$ cat src/rtl/gpio_pad_port.sv
module gpio_pad_port #(
  parameter int WIDTH = 8,
  parameter int ADDR_W = 4,
  parameter logic [WIDTH-1:0] DBG_PINS = 8'h0F
) (
  input  logic              clk,
  input  logic              rst_n,
  input  logic              bus_wr,
  input  logic [ADDR_W-1:0] bus_addr,
  input  logic [WIDTH-1:0]  bus_wdata,
  output logic [WIDTH-1:0]  bus_rdata,
  input  logic [WIDTH-1:0]  alt_oe,
  input  logic [WIDTH-1:0]  alt_out,
  input  logic [WIDTH-1:0]  pad_in,
  output logic [WIDTH-1:0]  pad_oe,
  output logic [WIDTH-1:0]  pad_out,
  output logic [WIDTH-1:0]  pad_pu
);

  localparam logic [ADDR_W-1:0] OFS_OUT = ADDR_W'(0);
  localparam logic [ADDR_W-1:0] OFS_DIR = ADDR_W'(1);
  localparam logic [ADDR_W-1:0] OFS_ALT = ADDR_W'(2);
  localparam logic [ADDR_W-1:0] OFS_IN  = ADDR_W'(3);

  logic [WIDTH-1:0] out_q, dir_q, alt_q, s1_q, s2_q;

  always_ff @(posedge clk or negedge rst_n) begin
    if (!rst_n) begin
      out_q <= '0;
      dir_q <= '0;
      alt_q <= DBG_PINS;
    end else if (bus_wr) begin
      if (bus_addr == OFS_OUT) out_q <= bus_wdata;
      if (bus_addr == OFS_DIR) dir_q <= bus_wdata;
      if (bus_addr == OFS_ALT) alt_q <= bus_wdata;
    end
  end

  always_ff @(posedge clk or negedge rst_n) begin
    if (!rst_n) begin
      s1_q <= '0;
      s2_q <= '0;
    end else begin
      s1_q <= pad_in;
      s2_q <= s1_q;
    end
  end

  always_comb begin
    case (bus_addr)
      OFS_OUT: bus_rdata = out_q;
      OFS_DIR: bus_rdata = dir_q;
      OFS_ALT: bus_rdata = alt_q;
      OFS_IN:  bus_rdata = s2_q;
      default: bus_rdata = '0;
    endcase
  end

  assign pad_oe  = (alt_q & alt_oe)  | (~alt_q & dir_q);
  assign pad_out = (alt_q & alt_out) | (~alt_q & dir_q & out_q);
  assign pad_pu  = ~alt_q & ~dir_q & out_q;

  logic [1:0] warm_q;
  always_ff @(posedge clk or negedge rst_n) begin
    if (!rst_n) warm_q <= '0;
    else if (warm_q != 2'd3) warm_q <= warm_q + 2'd1;
  end

  p_out_write_r2: assert property (@(posedge clk) disable iff (!rst_n)
    (bus_wr && bus_addr == OFS_OUT) |=> (out_q == $past(bus_wdata)));

  p_pu_never_with_drive_r4: assert property (@(posedge clk) disable iff (!rst_n)
    (pad_pu & pad_oe) == '0);

  p_dir_keeps_out_r6: assert property (@(posedge clk) disable iff (!rst_n)
    (bus_wr && bus_addr == OFS_DIR) |=> $stable(out_q));

  p_alt_no_pullup_r7: assert property (@(posedge clk) disable iff (!rst_n)
    (pad_pu & alt_q) == '0);

  p_sync_delay_r8: assert property (@(posedge clk) disable iff (!rst_n)
    (warm_q == 2'd3) |-> (s2_q == $past(pad_in, 2)));

  p_input_ro_r9: assert property (@(posedge clk) disable iff (!rst_n)
    (bus_wr && bus_addr == OFS_IN) |=> ($stable(out_q) && $stable(dir_q) && $stable(alt_q)));

endmodule

$ cat config.mk
export PLATFORM = sky130hd
export DESIGN_NAME = gpio_pad_port
export DESIGN_NICKNAME = d
export VERILOG_FILES = /design/src/rtl/gpio_pad_port.sv
export SDC_FILE = /design/constraint.sdc
export NUM_CORES = 1
export LEC_CHECK = 0
export BUFFER_PORTS_ARGS = -buffer_cell sky130_fd_sc_hd__buf_2
export CAP_MARGIN = 20
export CORE_ASPECT_RATIO = 0.6
export CORE_MARGIN = 3
export CORE_UTILIZATION = 52
export DETAILED_ROUTE_END_ITERATION = 10
export PLACE_DENSITY = 0.93
export SYNTH_ARGS = -nofsm -noshare
export SYNTH_HDL_FRONTEND = slang
export SYNTH_SLANG_ARGS = --single-unit
$ cat constraint.sdc
create_clock -name clk -period 3 [get_ports clk]
set_input_delay 0.15 -clock clk [delete_from_list [all_inputs] [get_ports clk]]
set_output_delay 0.15 -clock clk [all_outputs]
set_load 0.02 [all_outputs]
==> run_results.csv, run 1 <==
group,metric,value,unit
placement,post-dp-hpwl,2.836,mm
global_routing,grt_max_degree,41,
power,p_sw_share,32.48,%
critical_path,reg2reg_depth,1,
logic_synthesis,synth.distinct_cells,15,
placement,place_area,2230,um2
routing,drt-pass1-iter-count,4,
die,die_y,52.30,um
sta,drv_slew,0,
clocking,htree_num_levels,2,
layout,n_antenna_cell,0,
critical_path,worstSetupPathType,"reg -> out",
global_routing,busiest_layer,"met2",
logic_synthesis,netlist_area,1858,um2
clocking,root_buffer,"clkbuf_8",
global_routing,grtUsageTotal,20.57,%
clocking,clk_pin_slew,0.08,ns
routing,drt_iter0_markers,63,
global_routing,global_route.usage.met3,5.338,%
power,switchingPower,507.4,uW
placement,portBuffers,70,
critical_path,path_max_fanout,6,
worst_hold_path,hold_start,"bus_wdata[6]",
sta,fin_skew,0.006013,ns
critical_path,regToRegStartpoint,"dir_q[7]",
worst_hold_path,hp-class,"in -> reg",
global_routing,grt_pass1_wl,6.762,mm
global_routing,first_global_vias,1393,
layout,layout-drive-gt1-share,59.24,%
routing,wl_per_cell,15.56,um
logic_synthesis,synthCells,128,
sta,post-route-period-util,56.06,%
critical_path,crit_arrival,1.53,ns
layout,nFillCells,243,
global_routing,gr-usage-met2,33.51,%
sta,finalSetupViolations,0,
power,p_leak,1.167,nW
die,start_util,55.58,%
placement,routabilityCongestion,0.7744,
die,ioPinCount,71,
global_routing,grt_overflow,0,
placement,preCtsSetupSlack,1.334,ns
layout,syn2layout_area_growth,30.10,%
clocking,cts_num_sinks,40,
critical_path,r2r_slack,2.14,ns
critical_path,critPathLaunch,"alt_q[7]",
layout,nNetsFinal,249,
sta,timing.fmax,594.6,MHz
die,rows,16,
sta,final-hold-violation-count,0,
clocking,cts_made_buffers,5,
clocking,cts_buffer_depth,2,
critical_path,critical_path_required,2.85,ns
logic_synthesis,synth-seq-cells,40,
die,die-area,4350,um2
logic_synthesis,synth-xor-area-share,0,%
layout,multiInputGateArea,817.0,um2
layout,design_area,2417,um2
clocking,clk_latency,0.30,ns
sta,layout_setup_ws,1.318,ns
routing,wl,3.983,mm
power,p_per_area,646.2,nW/um2
power,p_comb_share,29.2,%
clocking,cts_resized,0,
layout,final-seq-area,1006,um2
logic_synthesis,synth_fa_ha_area_share,0,%
global_routing,met1_usage,26.95,%
sta,worst_pin_slew,0.8454,ns
sta,rsz0062_at_grt,"no",
critical_path,r2r-end,"dir_q[7]",
sta,relSlewSlack,43.64,%
critical_path,end_kind,"output port",
worst_hold_path,hold_end,"dir_q[6]",
logic_synthesis,synth-compound-area-share,2.155,%
power,power.share.clock,23.7,%
logic_synthesis,synth_warnings,0,
routing,drc,0,
clocking,post_cts_buffers,0,
power,power.internal,1.055,mW
power,peakVddDrop,0.4747,mV
worst_hold_path,whs_path_depth,2,
routing,ant_nets,0,
outcome,status,"finished, final reports clean",
clocking,cts_tree,"yes",
sta,tns,0,ns
logic_synthesis,syn_nets,167,
logic_synthesis,synth.mux.area_fraction,29.09,%
power,p_seq_share,47.0,%
die,core_area,3343,um2
global_routing,antenna_found_initial,0,
routing,num_vias,1327,
logic_synthesis,synth_simple_gate_area_share,12.73,%
routing,viasPerCell,5.184,
critical_path,start_kind,"flop",
logic_synthesis,synth_top_family_by_area,"multiplexers",
logic_synthesis,ys_seq_area_share,54.14,%
run,cap_violations,0,
die,dieWidth,83.17,um
power,power,1.562,mW
logic_synthesis,avgSynthCellArea,14.52,um2
sta,period_needed,1.682,ns
stage by stage:
step                instances  hold slack, ns  utilization, %
finish                    256          0.1113           72.31
floorplan                 128         -0.1456               -
CTS                       256          0.1004           72.31
global placement          239          0.2589           66.69
global route              256         0.09861           72.31
detailed placement        239          0.2593           66.69
worst max-delay path, stage by stage, from the launching register on:
cell and delay (ns):
dfrtp_1 0.44, mux4_2 0.46, and2_1 0.18, buf_2 0.16
per-layer routing:
metal,part of all wire [%],vias to the layer above
li1,-,629
met5,0,-
met3,7.1,8
met1,44,637
met4,1.6,0
met2,48,53
how the worst max path moves through the flow:
stage | endpoint | cells after the start
finish | bus_rdata[7] | 3
global route | bus_rdata[7] | 3
CTS | bus_rdata[4] | 3
detailed placement | out_q[1] | 4
global placement | out_q[3] | 4
floorplan | bus_rdata[4] | 2
power by group through the flow:
stage / Sequential (mW) / Combinational [mW] / Clock [mW]
6_report: 0.735 / 0.457 / 0.371
5_1_grt: 0.752 / 0.496 / 0.415
4_1_cts: 0.734 / 0.461 / 0.384
3_5_place_dp: 0.744 / 0.450 / 0
3_3_place_gp: 0.736 / 0.434 / 0
2_1_floorplan: 0.711 / 0.322 / 0
cell usage in the layout (no fill, tap or decap):
master	instances
buf_2	70
dfrtp_1	36
mux2_2	31
nand2_1	16
dlygate4sd3_1	9
mux4_2	8
and2_1	8
nor3b_1	8
o21ai_0	8
clkbuf_8	6
dfstp_2	4
nand4b_4	2
clkinvlp_4	2
nor2_2	1
and4bb_2	1
mux2_1	1
cell families after synthesis:
| group | Yosys count |
|---|---|
| buffers and inverters | 4 |
| multiplexers | 40 |
| AND/OR/NAND/NOR | 36 |
| flip-flops | 40 |
| AO/OA/AOI/OAI | 8 |
sequential cells by signal (all words and copies together) (netlist names):
signal / cells
dir_q: 8
s1_q: 8
alt_q: 8
s2_q: 8
out_q: 8
synth_stat cells:
master	instances	area, um2
and2_1	8	50.05
buf_4	1	7.510
buf_2	1	5.000
dfstp_2	4	105.1
nand4b_4	2	47.55
mux2_1	1	11.26
dfrtp_1	36	900.9
mux4_2	8	180.2
and4bb_2	1	12.51
buf_6	2	22.52
o21ai_0	8	40.04
nor3b_1	8	60.06
nor2_2	1	6.260
mux2_2	31	349.1
nand2_1	16	60.06
timing repair:
action                                  CTS  global route
endpoints found under the hold margin    44             0
hold buffers                              9             0
endpoints found under the setup margin    0             0
final cells by class:
cell class | instances | area share (%)
timing repair buffer | 79 | 18.22
tap | 45 | 2.329
multi-input combinational | 84 | 33.80
clock buffer | 6 | 3.416
sequential | 40 | 41.61
clock inverter | 2 | 0.6211
No activity file was read; power rests on OpenSTA's default activity.
==> run 2, diff against run 1 <==
CORE_UTILIZATION = 44   (was 52)
PLACE_DENSITY = 0.85   (was 0.93)
clock period = 1.5 ns   (was 3 ns; I/O delays follow)
==> run 2 against run 1 <==
The flow now finishes with violations (negative setup slack). Setup slack got worse by 1.3 ns. Power increased by 120%. Final cell count increased by 16%. Non-clock buffer count increased by 30. Hold slack got worse by 0.055 ns. Clock skew increased by 0.00075 ns. Design area increased by 13%.
==> run_results.csv, run 2 (synthesis results as in run 1) <==
group,metric,value,unit
sta,final-hold-violation-count,0,
critical_path,path_max_fanout,3,
global_routing,grtUsageTotal,18.22,%
critical_path,crit_arrival,1.45,ns
layout,n_antenna_cell,0,
sta,fin_skew,0.006762,ns
clocking,clk_latency,0.28,ns
clocking,clk_pin_slew,0.07,ns
layout,nFillCells,282,
layout,layout-drive-gt1-share,66.80,%
global_routing,grt_pass1_wl,7.100,mm
clocking,htree_num_levels,2,
sta,rsz0062_at_grt,"yes",
layout,nNetsFinal,279,
sta,relSlewSlack,71.49,%
sta,drv_slew,0,
routing,ant_nets,0,
placement,post-dp-hpwl,3.028,mm
die,start_util,48.26,%
routing,viasPerCell,4.966,
placement,portBuffers,70,
die,rows,17,
routing,num_vias,1480,
clocking,cts_buffer_depth,2,
die,die-area,5064,um2
sta,finalSetupViolations,1,
layout,mostFrequentLayoutCells,"62 x buf_2, 36 x dfrtp_1, 31 x mux2_2",
clocking,cts_tree,"yes",
routing,drt_iter0_markers,63,
sta,post-route-period-util,101.7,%
critical_path,crit_slowest_cell,"mux4_2",
global_routing,grt_overflow,0,
routing,drc,0,
clocking,cts_num_sinks,40,
die,die_y,56.34,um
global_routing,first_global_vias,1493,
critical_path,slowest_delay,0.46,ns
clocking,root_buffer,"clkbuf_8",
power,peakVddDrop,0.6685,mV
global_routing,grt_max_degree,24,
critical_path,start_kind,"flop",
worst_hold_path,hp-class,"in -> reg",
die,ioPinCount,71,
die,dieWidth,89.89,um
critical_path,path_cells,"mux4_2 > and2_4 > buf_6",
outcome,status,"complete, but fails checks",
routing,wl,4.439,mm
die,core_area,3850,um2
sta,timing.fmax,655.8,MHz
power,p_per_area,1244,nW/um2
sta,worst_pin_slew,0.4276,ns
placement,preCtsSetupSlack,0.1249,ns
routing,drt-pass1-iter-count,4,
clocking,cts_made_buffers,5,
layout,syn2layout_area_growth,47.07,%
critical_path,end_kind,"output port",
sta,fin_hold_ws,0.05605,ns
outcome,violations,"negative setup slack",
run,cap_violations,0,
critical_path,worstSetupPathType,"reg -> out",
routing,wl_per_cell,14.90,um
critical_path,critical_path_required,1.42,ns
placement,dp.cells,255,
sta,layout_setup_ws,-0.02486,ns
layout,layout_commonest_cell,"buf_2",
placement,routabilityCongestion,0.7155,
power,p_leak,1.342,nW
layout,instances_no_fill,298,
global_routing,antenna_found_initial,0,
sta,period_needed,1.525,ns
[run 2: cell types whose count changed in the layout (fill, tap and decap cells not counted), sizes merged]
cell | before | now
buf | 70 | 100
clkbuf | 6 | 8
clkinvlp | 2 | 0
[run 2: path summary, 6_finish.rpt]
kind	start	to	depth (start not counted)	slack, ns
min in group asynchronous	rst_n	s2_q[3]	2	0.26
max	out_q[3]	bus_rdata[3]	3	-0.02
min reg2reg	s1_q[6]	s2_q[6]	0	0.35
max in group asynchronous	rst_n	alt_q[3]	3	0.71
max reg2reg	out_q[1]	out_q[1]	3	0.47
min	bus_wdata[0]	dir_q[0]	2	0.06
[run 2: layer usage]
metal	wire length [um]	up-vias	global-route usage [%]	part of all wire [%]
met1	2072	729	23.59	47
met3	282	5	6.158	6.4
li1	-	692	-	-
met5	0	-	0	0
met4	38	0	4.793	0.86
met2	2046	54	29.70	46
[run 2: critical path: cells and delay by family, from the launching register on]
| kind | cells | cell delay [ns] |
|---|---|---|
| buffers and inverters | 1 | 0.12 |
| DFF | 1 | 0.41 |
| and+or+nand+nor | 1 | 0.17 |
| muxes | 1 | 0.46 |
[run 2: layout make-up]
class | count | area [um2] | share of cell area [%]
clock buffer | 8 | 90.09 | 3.297
timing repair buffer | 109 | 728.2 | 26.65
multi-input combinational | 84 | 837.1 | 30.63
sequential | 40 | 1006 | 36.81
tap | 57 | 71.32 | 2.610
[run 2: power breakdown]
| group | switching (mW) | internal, mW |
|---|---|---|
| Clock | 0.328 | 0.375 |
| Sequential | 0.118 | 1.27 |
| Combinational | 0.601 | 0.707 |
| Total | 1.05 | 2.35 |
[run 2: repair_timing]
action	CTS	global route
resized for setup	20	4
hold buffers	9	0
pin swaps	3	4
buffers inserted	21	5
hold endpoints to repair	23	0
setup endpoints to repair	8	8
[run 2: metrics by stage]
step / area [um2] / utilization, % / total power, mW / TNS (ns)
after floorplan: 1858 / - / 2.066 / 0
after global placement: 2287 / 59.41 / 2.360 / 0
after detailed placement: 2287 / 59.41 / 2.399 / 0
after CTS: 2684 / 69.71 / 3.363 / -0.02376
after global routing: 2733 / 70.98 / 3.587 / -0.2191
final: 2733 / 70.98 / 3.400 / -0.02486
==> run 3, diff against run 2 <==
PLACE_DENSITY = 0.76   (was 0.85)
RECOVER_POWER = 100   (was default)
==> run 3 against run 2 <==
The run still ends with negative setup slack left. Register-to-register slack is essentially flat. Flip-flop and latch count is the same. First-iteration DRC count shrank 16%.
==> run_results.csv, run 3 (synthesis results as in run 1) <==
group,metric,value,unit
die,dieWidth,89.89,um
placement,portBuffers,70,
layout,layout_commonest_cell,"buf_2",
sta,final-hold-violation-count,0,
die,die-area,5064,um2
critical_path,start_kind,"flop",
critical_path,crit_arrival,1.43,ns
global_routing,grt_max_degree,41,
power,p_leak,1.307,nW
routing,wl,4.417,mm
critical_path,end_kind,"output port",
sta,worst_pin_slew,0.9537,ns
routing,num_vias,1482,
routing,viasPerCell,4.940,
global_routing,grtUsageTotal,18.13,%
sta,rsz0062_at_grt,"yes",
critical_path,critical_path_required,1.42,ns
global_routing,first_global_vias,1586,
sta,finalSetupViolations,1,
layout,n_antenna_cell,0,
sta,fin_skew,0.0008289,ns
sta,fin_hold_ws,0.04493,ns
layout,nNetsFinal,281,
die,ioPinCount,71,
routing,drc,0,
worst_hold_path,hp-class,"in -> reg",
power,peakVddDrop,0.6154,mV
die,start_util,48.26,%
die,core_area,3850,um2
critical_path,worstSetupPathType,"reg -> out",
clocking,cts_buffer_depth,2,
outcome,status,"complete, but fails checks",
sta,timing.fmax,663.3,MHz
die,die_y,56.34,um
sta,layout_setup_ws,-0.007627,ns
global_routing,grt_pass1_wl,7.238,mm
clocking,cts_tree,"yes",
sta,post-route-period-util,100.5,%
global_routing,busiest_layer,"met2",
clocking,htree_num_levels,2,
global_routing,global_route.usage.met3,5.622,%
run,cap_violations,0,
routing,drt-pass1-iter-count,4,
layout,multiInputGateArea,837.1,um2
placement,routabilityCongestion,0.7451,
sta,period_needed,1.508,ns
clocking,cts_made_buffers,5,
placement,post-dp-hpwl,3.008,mm
clocking,clk_pin_slew,0.07,ns
global_routing,gr-usage-met2,32.16,%
global_routing,grt_overflow,0,
layout,syn2layout_area_growth,46.13,%
sta,drv_slew,0,
clocking,clk_latency,0.28,ns
layout,design_area,2715,um2
outcome,violations,"negative setup slack",
sta,relSlewSlack,36.42,%
layout,nFillCells,291,
power,p_per_area,1251,nW/um2
placement,place_area,2267,um2
critical_path,path_max_fanout,2,
layout,mostFrequentLayoutCells,"41 x buf_2, 36 x dfrtp_1, 31 x mux2_2",
global_routing,antenna_found_initial,0,
clocking,root_buffer,"clkbuf_8",
layout,final-seq-area,1006,um2
routing,drt_iter0_markers,53,
layout,layout-drive-gt1-share,62.14,%
clocking,cts_num_sinks,40,
global_routing,met1_usage,21.25,%
routing,ant_nets,0,
die,rows,17,
routing,wl_per_cell,14.72,um
## run 3: power breakdown
| group | internal [mW] | switching [mW] |
|---|---|---|
| Clock | 0.367 | 0.351 |
| Combinational | 0.698 | 0.612 |
| Sequential | 1.27 | 0.0997 |
## run 3: worst paths after layout
kind	slack [ns]	cells after the start	endpoint	start
max	-0.008	3	bus_rdata[1]	dir_q[1]
min	0.04	2	dir_q[7]	bus_wdata[7]
max reg2reg	0.46	3	dir_q[2]	dir_q[2]
min reg2reg	0.35	0	s2_q[7]	s1_q[7]
max in group asynchronous	0.35	3	s1_q[5]	rst_n
min in group asynchronous	0.56	3	out_q[0]	rst_n
## run 3: critical path: stages, from the launching register on
cell and delay (ns):
dfrtp_1 0.40, mux4_2 0.46, and2_4 0.17, buf_6 0.12
## run 3: area by class of cell
type / count / share of cell area [%]
clock buffer: 6 / 3.041
timing repair buffer: 111 / 26.08
tap: 57 / 2.627
clock inverter: 2 / 0.3687
multi-input combinational: 84 / 30.83
sequential: 40 / 37.05
## run 3: timing repair
item / CTS / global route
buffers inserted: 24 / 5
gates resized for setup: 21 / 3
hold buffers: 9 / 0
endpoints found under the setup margin: 8 / 8
pin swaps: 1 / 5
endpoints found under the hold margin: 44 / 0
## run 3: per-layer routing
layer / wire length, um / up-vias
li1: - / 694
met3: 344 / 7
met5: 0 / -
met1: 1881 / 723
met2: 2130 / 58
met4: 61 / 0
## run 3: stage by stage
| stage | TNS, ns | setup slack (ns) | cells | utilization, % | power (mW) |
|---|---|---|---|---|---|
| 6_report | -0.007627 | -0.007627 | 300 | 70.52 | 3.395 |
| 5_1_grt | -0.1709 | -0.05139 | 300 | 70.52 | 3.584 |
| 4_1_cts | -0.004625 | -0.004625 | 295 | 69.91 | 3.385 |
| 3_5_place_dp | 0 | 0.1166 | 254 | 58.89 | 2.389 |
| 3_3_place_gp | 0 | 0.1415 | 254 | 58.89 | 2.342 |
| 2_1_floorplan | 0 | 0.3565 | 128 | - | 2.066 |
